File: src/rtl/adc_scan_seq.sv
module adc_scan_seq #(
  parameter int W   = 10,
  parameter int GCH = 4,
  localparam int CW  = $clog2(GCH),
  localparam int NCH = 2 * GCH,
  localparam int CHW = CW + 1,
  localparam int CTW = CW + 4
) (
  input  logic             clk,
  input  logic             rst_n,
  input  logic             ctl_we,
  input  logic [CTW-1:0]   ctl_wdata,
  input  logic             tmr_trig,
  input  logic             ext_trig,
  output logic [CTW-1:0]   ctl_rd,
  output logic             irq,
  output logic             conv_req,
  output logic [CHW-1:0]   conv_ch,
  input  logic             conv_done,
  input  logic [W-1:0]     conv_data,
  output logic [NCH*W-1:0] res_flat
);

  logic          start_q, ie_q, flag_q, grp_q, busy_q;
  logic [CW-1:0] cnt_q, idx_q;

  wire start_d = (ctl_we ? ctl_wdata[0] : start_q) | tmr_trig | ext_trig;
  wire rise    = start_d & ~start_q;
  wire last    = (idx_q == cnt_q);
  wire fin     = busy_q & start_d & conv_done;

  assign conv_ch  = {grp_q, idx_q};
  assign conv_req = busy_q;
  assign irq      = flag_q & ie_q;
  assign ctl_rd   = {grp_q, cnt_q, flag_q, ie_q, start_q};

  always_ff @(posedge clk) begin
    if (!rst_n) begin
      start_q <= 1'b0;
      ie_q    <= 1'b0;
      flag_q  <= 1'b0;
      grp_q   <= 1'b0;
      cnt_q   <= '0;
      busy_q  <= 1'b0;
      idx_q   <= '0;
    end else begin
      start_q <= start_d;
      if (ctl_we) begin
        ie_q  <= ctl_wdata[1];
        cnt_q <= ctl_wdata[3 +: CW];
        grp_q <= ctl_wdata[CTW-1];
      end
      if (fin && last)
        flag_q <= 1'b1;
      else if (ctl_we && !ctl_wdata[2])
        flag_q <= 1'b0;
      if (!start_d) begin
        busy_q <= 1'b0;
        idx_q  <= '0;
      end else if (rise) begin
        busy_q <= 1'b1;
        idx_q  <= '0;
      end else if (fin) begin
        idx_q <= last ? '0 : idx_q + 1'b1;
      end
    end
  end

  for (genvar k = 0; k < NCH; k++) begin : g_res
    logic [W-1:0] slot_q;
    always_ff @(posedge clk) begin
      if (!rst_n)
        slot_q <= '0;
      else if (fin && conv_ch == CHW'(k))
        slot_q <= conv_data;
    end
    assign res_flat[k*W +: W] = slot_q;
  end

endmodule


File: config.mk
export PLATFORM = sky130hd
export DESIGN_NAME = adc_scan_seq
export DESIGN_NICKNAME = d
export VERILOG_FILES = /design/src/rtl/adc_scan_seq.sv
export SDC_FILE = /design/constraint.sdc
export NUM_CORES = 1
export LEC_CHECK = 0
export BUFFER_PORTS_ARGS = -buffer_cell sky130_fd_sc_hd__buf_4
export CORE_MARGIN = 4
export CORE_UTILIZATION = 54
export DETAILED_ROUTE_END_ITERATION = 8
export PLACE_DENSITY_LB_ADDON = 0.25
export SYNTH_ARGS = -nofsm -noshare
export SYNTH_HDL_FRONTEND = slang
export SYNTH_SLANG_ARGS = --single-unit
File: constraint.sdc
create_clock -name clk -period 3.5 [get_ports clk]
set_input_delay 0.7 -clock clk [delete_from_list [all_inputs] [get_ports clk]]
set_output_delay 0.7 -clock clk [all_outputs]
set_load 0.05 [all_outputs]
# [After elaboration in Yosys (flattened, before gate mapping)]
# Cells that the tools add are included.
[classes] n_bitwise=9 shifts=0 mul=0 order_cmp=0 mux=4 n_reduce_logical=15 n_eq_ne=8 n_addsub=1 div=0
[op_table] op="$eq 3x3->1 const B" count=4
[op_table] op="$logic_and 1x1->1" count=10
[op_table] op="$eq 3x2->1 const B" count=2
[op_table] op="$and 1x1->1" count=4
[op_table] op="$eq 3x1->1 const B" count=1
[op_table] op="$logic_not 3->1" count=1
[op_table] op="$mux 1" count=3
[op_table] op="$not 1->1" count=3
[op_table] op="$reduce_or 3->1" count=1
[op_table] op="$add 2x1->2 const B" count=1
[op_table] op="$eq 2x2->1" count=1
[op_table] op="$mux 2" count=1
[op_table] op="$or 1x1->1" count=2
[op_table] op="$reduce_and 2->1" count=1
[op_table] op="$reduce_bool 2->1" count=1
[op_table] op="$logic_not 1->1" count=1
[word_totals] ram_bits=0 ff_bits=89 output_inout_bits=91 memories=0 mem_bits_ro=0 input_bits=22 latch_bits=0

# [Longest topological paths before layout]
# Gate-level depths: netlist of run 1.
[logic_depth] ltp_word=7 ltp_mapped=6 mapped_depth_nobuf=5

# [Worst setup path after synthesis of run 1]
# OpenSTA, ideal clock, no wires.
[synth_timing] path_type="input-to-reg" start="in ctl_we" end="reg g_res[0].slot_q[0]" path_slack_ps=1762 path_stages=5 t_arrival_ps=1611 setup_time_ps=127 n_path_buf=2 cell_sequence="buf_6 -> mux2i_4 -> a211oi_2 -> buf_6 -> mux2i_1"
[synth_via] elab_chain_cells=6
[synth_rtl] element="from (decl)" line="11" source="input logic ctl_we,"
[synth_rtl] element="$mux 1" line="27" source="wire start_d = (ctl_we ? ctl_wdata[0] : start_q) | tmr_trig | ext_trig;"
[synth_rtl] element="$or 1x1->1 (2 in a row)" line="27"
[synth_rtl] element="$and 1x1->1 (2 in a row)" line="30" source="wire fin = busy_q & start_d & conv_done;"
[synth_rtl] element="$logic_and 1x1->1" line="74" source="else if (fin && conv_ch == CHW'(k))"
[synth_rtl] element="to (signal assigned)" line="75" source="slot_q <= conv_data;"
[synth_rtl] element="to (decl)" line="70" source="logic [W-1:0] slot_q;"
# Every way passes these cells.
# A chain may end at the register's enable or synchronous reset.

# [Worst setup path after layout of run 1]
[layout_timing] start="in ctl_we" end="reg g_res[4].slot_q[5]"
[layout_via] elab_chain_cells=6
[layout_rtl] element="$mux 1" line="27"
[layout_rtl] element="$or 1x1->1 (2 in a row)" line="27"
[layout_rtl] element="$and 1x1->1 (2 in a row)" line="30"
[layout_rtl] element="$logic_and 1x1->1" line="74"
[layout_rtl] element="to (signal assigned)" line="75"
[layout_rtl] element="to (decl)" line="70"
# Every way passes these cells.

==> flow_metrics.env, run 1 <==
export IMPL_status="completed"
export IMPL_critical_path_class="primary input to flop"
export IMPL_diodes=0
export IMPL_ys_seq_area_frac=0.507
export IMPL_crit_slowest_cell="a211oi_2"
export IMPL_netlist_area_um2=3510
export IMPL_ys_ff_latch=89
export IMPL_grt_pass1_wl_um=13700
export IMPL_drive_above_1_share=0.323
export IMPL_relSlewSlack=0.214
export IMPL_cts_root_buf="clkbuf_8"
export IMPL_yosysWarnings=0
export IMPL_final_common_cell="buf_4"
export IMPL_startpoint_type="primary input"
export IMPL_powerDensity_nw_per_um2=429
export IMPL_syn_to_final_growth_pct=28.3
export IMPL_grt_pass1_vias=2713
export IMPL_nNetsFinal=461
export IMPL_slowest_delay_ps=970
export IMPL_first_pass_iters=4
export IMPL_routed_wl_um=8890
export IMPL_finalHoldViolations=0
export IMPL_crit_arrival_ps=2380
export IMPL_postCtsSetupBuffers=0
export IMPL_die_y_um=88.7
export IMPL_crit_path_end_kind="flop"
export IMPL_crit_chain="buf_4 > mux2i_4 > a211oi_2 > mux2i_1"
export IMPL_cts_max_level=3
export IMPL_grt_max_degree=57
export IMPL_rsz0062_at_grt="false"
export IMPL_period_needed_ps=2120
export IMPL_place_hpwl_um=6250
export IMPL_ys_types=23
export IMPL_placedInstanceArea_um2=4300
export IMPL_finish_instance_area_um2=4510
export IMPL_critical_path_top_delay_family="compound AO/OA/AOI/OAI gates"
export IMPL_clock_latency_ps=350
export IMPL_ir_drop_uv=230
export IMPL_cts_sinks=89
export IMPL_cts_buffers=9
export IMPL_hold_depth=2
export IMPL_syn_avg_cell_area_um2=10.6
export IMPL_final_cell_mix="buf_4, nand2_1, dfxtp_1"
export IMPL_holdCritPathClass="flop to flop"
export IMPL_clk_pin_slew_ps=90
export IMPL_tns_ps=0
export IMPL_place_gp_congestion=0.828
export IMPL_drv_cap=0
export IMPL_crit_path_max_fanout=10
export IMPL_grt_overflow=0
export IMPL_synth_fp_nets=359
export IMPL_detail_route_iter0_violations=125
export IMPL_cp_required_ps=3770
export IMPL_drt_vias_per_instance=5.27
export IMPL_path_buf_inv=1
export IMPL_cts_resized=0
export IMPL_antenna_left=0
export IMPL_worst_pin_slew_ps=1180
export IMPL_dieArea_um2=7860
export IMPL_route_detailed_drc=0
export IMPL_r2r_cells=5
export IMPL_grt_antenna_before_repair=0
export IMPL_die_width_um=88.7
export IMPL_syn_inst=333
export IMPL_setup_viol=0
export IMPL_ios=113
export IMPL_fin_worst_skew_ps=8.01
export IMPL_period_share=0.605
export IMPL_max_freq_mhz=472
export IMPL_wire_per_inst_um=17.2
export IMPL_num_vias=2725
export IMPL_start_util=0.553
export IMPL_cp_depth=4
export IMPL_row_count=29
export IMPL_track_usage=0.231
export IMPL_port_buffer_count=112
export IMPL_cts_hold_buf=0
export IMPL_p_leak_nw=1.84
export IMPL_cts_tree="built"
export IMPL_core_area_um2=6350
export IMPL_drv_slew=0
export IMPL_cts_max_path_buffers=2
-- cell families after synthesis --
logic type | Yosys count | synth area share
AO/OA/AOI/OAI | 15 | 0.0459
adder cells (fa/ha/maj) | 4 | 0.0142
XOR/XNOR | 2 | 0.00498
multiplexers | 87 | 0.251
buffers and inverters | 29 | 0.0555
flip-flops | 89 | 0.507
AND/OR/NAND/NOR | 107 | 0.121
-- through the flow --
| step | util | instances | hold WS (ps) | setup WS (ps) | total power [W] |
|---|---|---|---|---|---|
| 3_3_place_gp | 0.677 | 501 | 445 | 1080 | 0.00122 |
| 6_report | 0.710 | 517 | 461 | 1380 | 0.00193 |
| 5_1_grt | 0.710 | 517 | 483 | 1270 | 0.00200 |
| 3_5_place_dp | 0.677 | 501 | 447 | 1030 | 0.00122 |
| 2_1_floorplan | - | 333 | 476 | 1760 | 0.00117 |
| 4_1_cts | 0.710 | 517 | 463 | 1390 | 0.00194 |
-- tightest hold or removal path, cell delays in order, from the launching register on --
cell and delay [ps]:
dfxtp_1 320, nand2_1 50, mux2i_1 50
-- routing by layer --
layer,global-route usage,vias up,part of all wire
li1,-,1309,-
met1,0.287,1298,0.43
met2,0.391,101,0.49
met3,0.0428,17,0.068
met4,0.0948,0,0.019
met5,0,-,0
-- worst paths after layout --
| kind | start | slack (ps) | end |
|---|---|---|---|
| setup / recovery | ctl_we | 1380 | g_res[4].slot_q[5] |
| hold / removal | g_res[1].slot_q[1] | 460 | g_res[1].slot_q[1] |
| setup reg to reg | idx_q[0] | 1390 | g_res[4].slot_q[5] |
| hold reg to reg | g_res[1].slot_q[1] | 460 | g_res[1].slot_q[1] |
-- synth_stat cells --
cell type / number / area share
a211oi_2: 8 / 0.028
a21boi_0: 1 / 0.0021
a21o_1: 1 / 0.0021
a21oi_1: 1 / 0.0014
and2_1: 2 / 0.0036
buf_4: 5 / 0.011
buf_6: 9 / 0.029
clkbuf_1: 10 / 0.011
dfxtp_1: 89 / 0.51
ha_1: 4 / 0.014
inv_1: 5 / 0.0053
mux2i_1: 86 / 0.24
mux2i_4: 1 / 0.0064
nand2_1: 96 / 0.10
nand2b_1: 1 / 0.0018
nand3_1: 2 / 0.0028
nor2_1: 4 / 0.0043
nor2_4: 1 / 0.0032
o2111ai_1: 2 / 0.0050
o211ai_1: 1 / 0.0021
o41ai_2: 1 / 0.0046
or4b_1: 1 / 0.0028
xor2_1: 2 / 0.0050
-- layout make-up --
class	instances	area [µm²]
Fill cell	503	1840
Clock buffer	10	138
Sequential cell	89	1780
Inverter	5	18.8
Timing Repair Buffer	115	863
Clock inverter	6	75.1
Multi-Input combinational cell	215	1540
Tap cell	77	96.3
-- registers in the layout, indices dropped and copies added (netlist names) --
name,count
flag_q,1
g_res.slot_q,80
cnt_q,2
start_q,1
conv_req,1
grp_q,1
ie_q,1
idx_q,2
-- power breakdown --
group | internal (W) | total [W] | switching (W)
Combinational | 0.0000507 | 0.000166 | 0.000116
Clock | 0.000359 | 0.000735 | 0.000375
Sequential | 0.00102 | 0.00103 | 0.0000100
Power figures use the tool's default switching activity.
==> run 2: changes to the inputs <==
- CORE_UTILIZATION: 54 -> 45
- clock period: 3.5 -> 1.8 ns (I/O delays scaled with it)
==> run 2 against run 1 <==
  * The run now ends with setup timing left
  * Non-clock buffer count is 13 higher
  * Largest cell class unchanged
  * Total power is 96% higher
  * Critical path depth is 1 higher
  * Global-route usage is 2.9 points lower
  * Die area is 18% higher
  * Clock power is 96% higher
  * Combinational power is 110% higher
  * Hold slack worse by 210 ps
  * First-iteration DRC count is 34% lower
  * Count of clock-buffer cells in the layout is 3 higher
  * Flip-flop and latch count stayed put
==> flow_metrics.env, run 2 (synthesis results as in run 1) <==
export IMPL_status="finished, violations left"
export IMPL_violations="setup timing"
export IMPL_drv_cap=0
export IMPL_port_buffer_count=112
export IMPL_post_route_util=0.634
export IMPL_hold_depth=3
export IMPL_core_area_um2=7410
export IMPL_final_cell_mix="buf_4, nand2_1, dfxtp_1"
export IMPL_setup_viol=20
export IMPL_largest_registers="g_res.slot_q: 80 flops, cnt_q: 2 flops, idx_q: 2 flops"
export IMPL_dieArea_um2=9290
export IMPL_cts_sinks=89
export IMPL_antenna_left=0
export IMPL_cts_tree="built"
export IMPL_holdCritPathClass="primary input to flop"
export IMPL_p_leak_nw=1.92
export IMPL_period_needed_ps=1880
export IMPL_layoutNonFillerInstCount=552
export IMPL_num_vias=2713
export IMPL_max_freq_mhz=531
export IMPL_detail_route_iter0_violations=82
export IMPL_cts_root_buf="clkbuf_8"
export IMPL_place_hpwl_um=6480
export IMPL_grt_antenna_before_repair=0
export IMPL_drive_above_1_share=0.340
export IMPL_drv_slew=0
export IMPL_first_pass_iters=4
export IMPL_rsz0062_at_grt="true"
export IMPL_cts_hold_buf=0
export IMPL_path_buf_inv=1
export IMPL_fin_worst_skew_ps=8.24
export IMPL_reg2reg_from="idx_q[1]"
export IMPL_postLayoutSetupSlackWorst_ps=-83.4
export IMPL_routed_wl_um=9010
export IMPL_cts_buffers=9
export IMPL_row_count=31
export IMPL_cts_max_level=3
export IMPL_crit_arrival_ps=2160
export IMPL_cts_max_path_buffers=2
export IMPL_die_y_um=96.4
export IMPL_crit_slowest_cell="a211oi_2"
export IMPL_worst_pin_slew_ps=1080
export IMPL_dp_cells=536
export IMPL_grt_pass1_vias=2674
export IMPL_grt_max_degree=23
export IMPL_route_detailed_drc=0
export IMPL_grt_overflow=0
export IMPL_drt_vias_per_instance=4.91
export IMPL_grt_pass1_wl_um=13900
export IMPL_syn_to_final_growth_pct=33.7
export IMPL_crit_path_end_kind="flop"
export IMPL_clock_latency_ps=340
export IMPL_start_util=0.474
export IMPL_startpoint_type="flop"
export IMPL_ios=113
export IMPL_hold_path_startpoint="ctl_wdata[5]"
export IMPL_nNetsFinal=474
export IMPL_final_common_cell="buf_4"
export IMPL_powerDensity_nw_per_um2=808
export IMPL_critical_path_class="flop to flop"
export IMPL_largest_reg_flops=80
export IMPL_regToRegSetupSlack_ps=-80
export IMPL_crit_path_max_fanout=10
export IMPL_crit_chain="inv_1 > ha_1 > nand2_1 > a211oi_2 > mux2i_1"
export IMPL_period_share=1.05
export IMPL_r2r_cells=5
export IMPL_place_gp_congestion=0.769
export IMPL_preCtsSetupSlack_ps=-289
export IMPL_track_usage=0.202
export IMPL_ir_drop_uv=392
export IMPL_clk_pin_slew_ps=80
export IMPL_hold_end="grp_q"
export IMPL_diodes=0
export IMPL_relSlewSlack=0.276
export IMPL_holdWs_ps=246
export IMPL_finalHoldViolations=0
export IMPL_postCtsSetupBuffers=0
export IMPL_cp_required_ps=2080
export IMPL_die_width_um=96.4
export IMPL_r2r_end="g_res[1].slot_q[6]"
export IMPL_top_register="g_res.slot_q"
export IMPL_slowest_delay_ps=900
export IMPL_tns_ps=-890
export IMPL_wire_per_inst_um=16.3
export IMPL_critical_path_top_delay_family="compound AO/OA/AOI/OAI gates"
==> run 2: changes by cell type in the layout (fill, tap and decap cells not counted) <==
cell / change
a211oi_4: +3
clkbuf_1: +1
buf_12: +3
inv_8: -1
a211oi_2: -3
clkbuf_8: +2
buf_4: +10
clkinv_4: -2
==> run 2: area by class of cell <==
type | count | area (µm²)
Tap cell | 99 | 124
Inverter | 5 | 18.8
Multi-Input combinational cell | 215 | 1560
Clock inverter | 3 | 46.3
Fill cell | 620 | 2710
Timing Repair Buffer | 128 | 998
Sequential cell | 89 | 1780
Clock buffer | 13 | 169
==> run 2: per-stage QoR <==
stage / power (W) / instance area (µm²)
global placement: 0.00239 / 4460
detailed placement: 0.00240 / 4460
floorplan: 0.00227 / 3510
global route: 0.00394 / 4700
CTS: 0.00383 / 4700
finish: 0.00380 / 4700
==> run 2: repair_timing <==
action	4_1_cts	5_1_grt
hold endpoints to repair	0	0
pin swaps	0	1
gates resized for setup	3	0
endpoints found under the setup margin	50	30
==> run 2: layer usage <==
layer  global-route usage  up-vias  share of wire
li1                     -     1341              -
met3               0.0426       13          0.057
met5                    0        -              0
met2                0.323       74           0.48
met4               0.0771        0          0.017
met1                0.267     1285           0.45
==> run 2: worst max-delay path by stage <==
stage / start / end / slack (ps) / depth (start not counted)
floorplan: idx_q[1] / g_res[2].slot_q[0] / 150 / 5
global placement: ctl_we / g_res[4].slot_q[1] / -280 / 4
detailed placement: ctl_we / g_res[4].slot_q[4] / -290 / 4
CTS: idx_q[1] / g_res[1].slot_q[6] / -80 / 5
global route: idx_q[1] / g_res[1].slot_q[0] / -220 / 5
finish: idx_q[1] / g_res[1].slot_q[6] / -80 / 5
==> run 2: where the power goes <==
part,switching [W],total [W],internal (W)
logic,0.000236,0.000349,0.000113
clock network,0.000678,0.00144,0.000762
registers,0.0000165,0.00201,0.00199
total,0.000931,0.00380,0.00286
==> run 2: worst register-to-register path, delay by kind of cell, from the launching register on <==
kind | cells | cell delay [ps]
adder cells (fa/ha/maj) | 1 | 140
AND/OR/NAND/NOR | 1 | 80
AO/OA/AOI/OAI | 1 | 900
buffers and inverters | 1 | 80
flip-flops | 1 | 350
multiplexers | 1 | 270
==> run 3: changes to the inputs <==
- BUFFER_PORTS_ARGS: -buffer_cell sky130_fd_sc_hd__buf_4 -> not set
- CORE_UTILIZATION: 45 -> 55
- DONT_BUFFER_PORTS: not set -> 1
- GPL_TIMING_DRIVEN: not set -> 0
- MAX_ROUTING_LAYER: not set -> met4
==> run 3 against run 2 <==
  * The flow now finishes without violations
  * Design area down 18%
  * Flip-flop and latch count stayed put
  * Sequential power rose by 3%
  * Fmax rose by 18%
  * Highest routed layer unchanged
  * Clock power barely moved
  * Critical path type unchanged
  * Via count down 12%
  * Total power down 1.1%
  * Largest cell class unchanged
  * Routed wire length down 6.4%
  * Worst setup slack better by 280 ps
==> flow_metrics.env, run 3 (synthesis results as in run 1) <==
export IMPL_powerDensity_nw_per_um2=980
export IMPL_die_y_um=87.9
export IMPL_largest_registers="g_res.slot_q: 80 flops, cnt_q: 2 flops, idx_q: 2 flops"
export IMPL_cts_root_buf="clkbuf_8"
export IMPL_num_vias=2389
export IMPL_p_leak_nw=1.33
export IMPL_top_register="g_res.slot_q"
export IMPL_cp_required_ps=2070
export IMPL_max_freq_mhz=625
export IMPL_place_gp_congestion=0.769
export IMPL_status="completed"
export IMPL_relSlewSlack=0.590
export IMPL_row_count=28
export IMPL_period_share=0.888
export IMPL_grt_antenna_before_repair=0
export IMPL_path_buf_inv=2
export IMPL_cts_max_path_buffers=2
export IMPL_dieArea_um2=7730
export IMPL_drt_vias_per_instance=5.63
export IMPL_dp_cells=408
export IMPL_crit_chain="inv_1 > ha_1 > nand2_1 > a211oi_2 > buf_6 > mux2i_1"
export IMPL_drive_above_1_share=0.123
export IMPL_postCtsSetupBuffers=0
export IMPL_setup_viol=0
export IMPL_final_common_cell="nand2_1"
export IMPL_ir_drop_uv=700
export IMPL_routed_wl_um=8430
export IMPL_power_total_w=0.00375
export IMPL_startpoint_type="flop"
export IMPL_finalHoldViolations=0
export IMPL_crit_path_max_fanout=10
export IMPL_clk_pin_slew_ps=90
export IMPL_diodes=0
export IMPL_syn_to_final_growth_pct=8.97
export IMPL_port_buffer_count=0
export IMPL_cts_buffers=9
export IMPL_cp_depth=6
export IMPL_period_needed_ps=1600
export IMPL_final_cell_mix="nand2_1, mux2i_1, dfxtp_1"
export IMPL_seqPwrFrac=0.552
export IMPL_grt_overflow=0
export IMPL_clock_latency_ps=340
export IMPL_worst_pin_slew_ps=614
export IMPL_fin_worst_skew_ps=9.22
export IMPL_holdWs_ps=169
export IMPL_detail_route_iter0_violations=80
export IMPL_crit_path_end_kind="flop"
export IMPL_largest_reg_flops=80
export IMPL_holdCritPathClass="primary input to flop"
export IMPL_core_area_um2=6060
export IMPL_crit_slowest_cell="dfxtp_2"
export IMPL_die_width_um=87.9
export IMPL_grt_pass1_wl_um=13100
export IMPL_critical_path_class="flop to flop"
export IMPL_pwr_share_clk=0.392
export IMPL_rsz0062_at_grt="false"
export IMPL_drv_cap=0
export IMPL_drv_slew=0
export IMPL_grt_pass1_vias=2472
export IMPL_critical_path_top_delay_family="flip-flops"
export IMPL_cts_tree="built"
export IMPL_ios=113
export IMPL_switching_power_w=0.000919
export IMPL_cts_sinks=89
export IMPL_post_route_util=0.632
export IMPL_p_int_w=0.00283
export IMPL_r2r_cells=6
export IMPL_wire_per_inst_um=19.9
export IMPL_nNetsFinal=370
export IMPL_combPwrFrac=0.056
export IMPL_route_detailed_drc=0
export IMPL_place_hpwl_um=6020
export IMPL_cts_max_level=3
export IMPL_slowest_delay_ps=440
export IMPL_crit_arrival_ps=1860
export IMPL_track_usage=0.233
export IMPL_start_util=0.580
export IMPL_grt_max_degree=16
export IMPL_switching_share=0.245
export IMPL_layoutNonFillerInstCount=424
export IMPL_antenna_left=0
export IMPL_first_pass_iters=6
export IMPL_hold_depth=2
[run 3: metrics by stage]
step / worst slack [ps] / TNS [ps] / instance area (µm²)
2_1_floorplan: 153 / 0 / 3510
3_3_place_gp: 17.5 / 0 / 3610
3_5_place_dp: -46.5 / -564 / 3610
4_1_cts: 197 / 0 / 3830
5_1_grt: 92.5 / 0 / 3830
6_report: 201 / 0 / 3830
[run 3: final cells by class]
type                    count  area, µm²
plain buffers              24        176
inverters                   5       18.8
clock buffers              10        128
flip-flops and latches     89       1790
well taps                  75       93.8
clock inverters             6       90.1
multi-input cells         215       1540
fillers                   516       2230
[run 3: worst reg2reg max path, delay by kind of cell (launching register included)]
| kind | cells | cell delay (ps) |
|---|---|---|
| adders and majority gates | 1 | 160 |
| DFF | 1 | 440 |
| AOI/OAI and AO/OA | 1 | 230 |
| muxes | 1 | 220 |
| and+or+nand+nor | 1 | 90 |
| buffers and inverters | 2 | 380 |
[run 3: repair_timing]
item,in CTS,in global routing
hold buffers,0,0
setup endpoints to repair,61,0
resized for setup,3,0
[run 3: per-layer routing]
layer / global-route usage / up-vias / routed length (µm)
met4: 0.0921 / 0 / 162
li1: - / 1137 / -
met3: 0.0734 / 13 / 831
met5: - / - / 0
met2: 0.373 / 87 / 4080
met1: 0.273 / 1152 / 3360
[run 3: final timing paths]
kind                              to    startpoint  slack [ps]
setup / recovery  g_res[0].slot_q[6]      idx_q[0]         200
hold / removal                 grp_q  ctl_wdata[5]         170
setup reg to reg  g_res[0].slot_q[6]      idx_q[0]         200
hold reg to reg                 ie_q          ie_q         540
[run 3: power by group through the flow]
stage	logic (W)	registers [W]	clock network, W
2_1_floorplan	0.000160	0.00211	0
3_3_place_gp	0.000207	0.00212	0
3_5_place_dp	0.000212	0.00212	0
4_1_cts	0.000212	0.00207	0.00150
5_1_grt	0.000226	0.00208	0.00159
6_report	0.000210	0.00207	0.00147
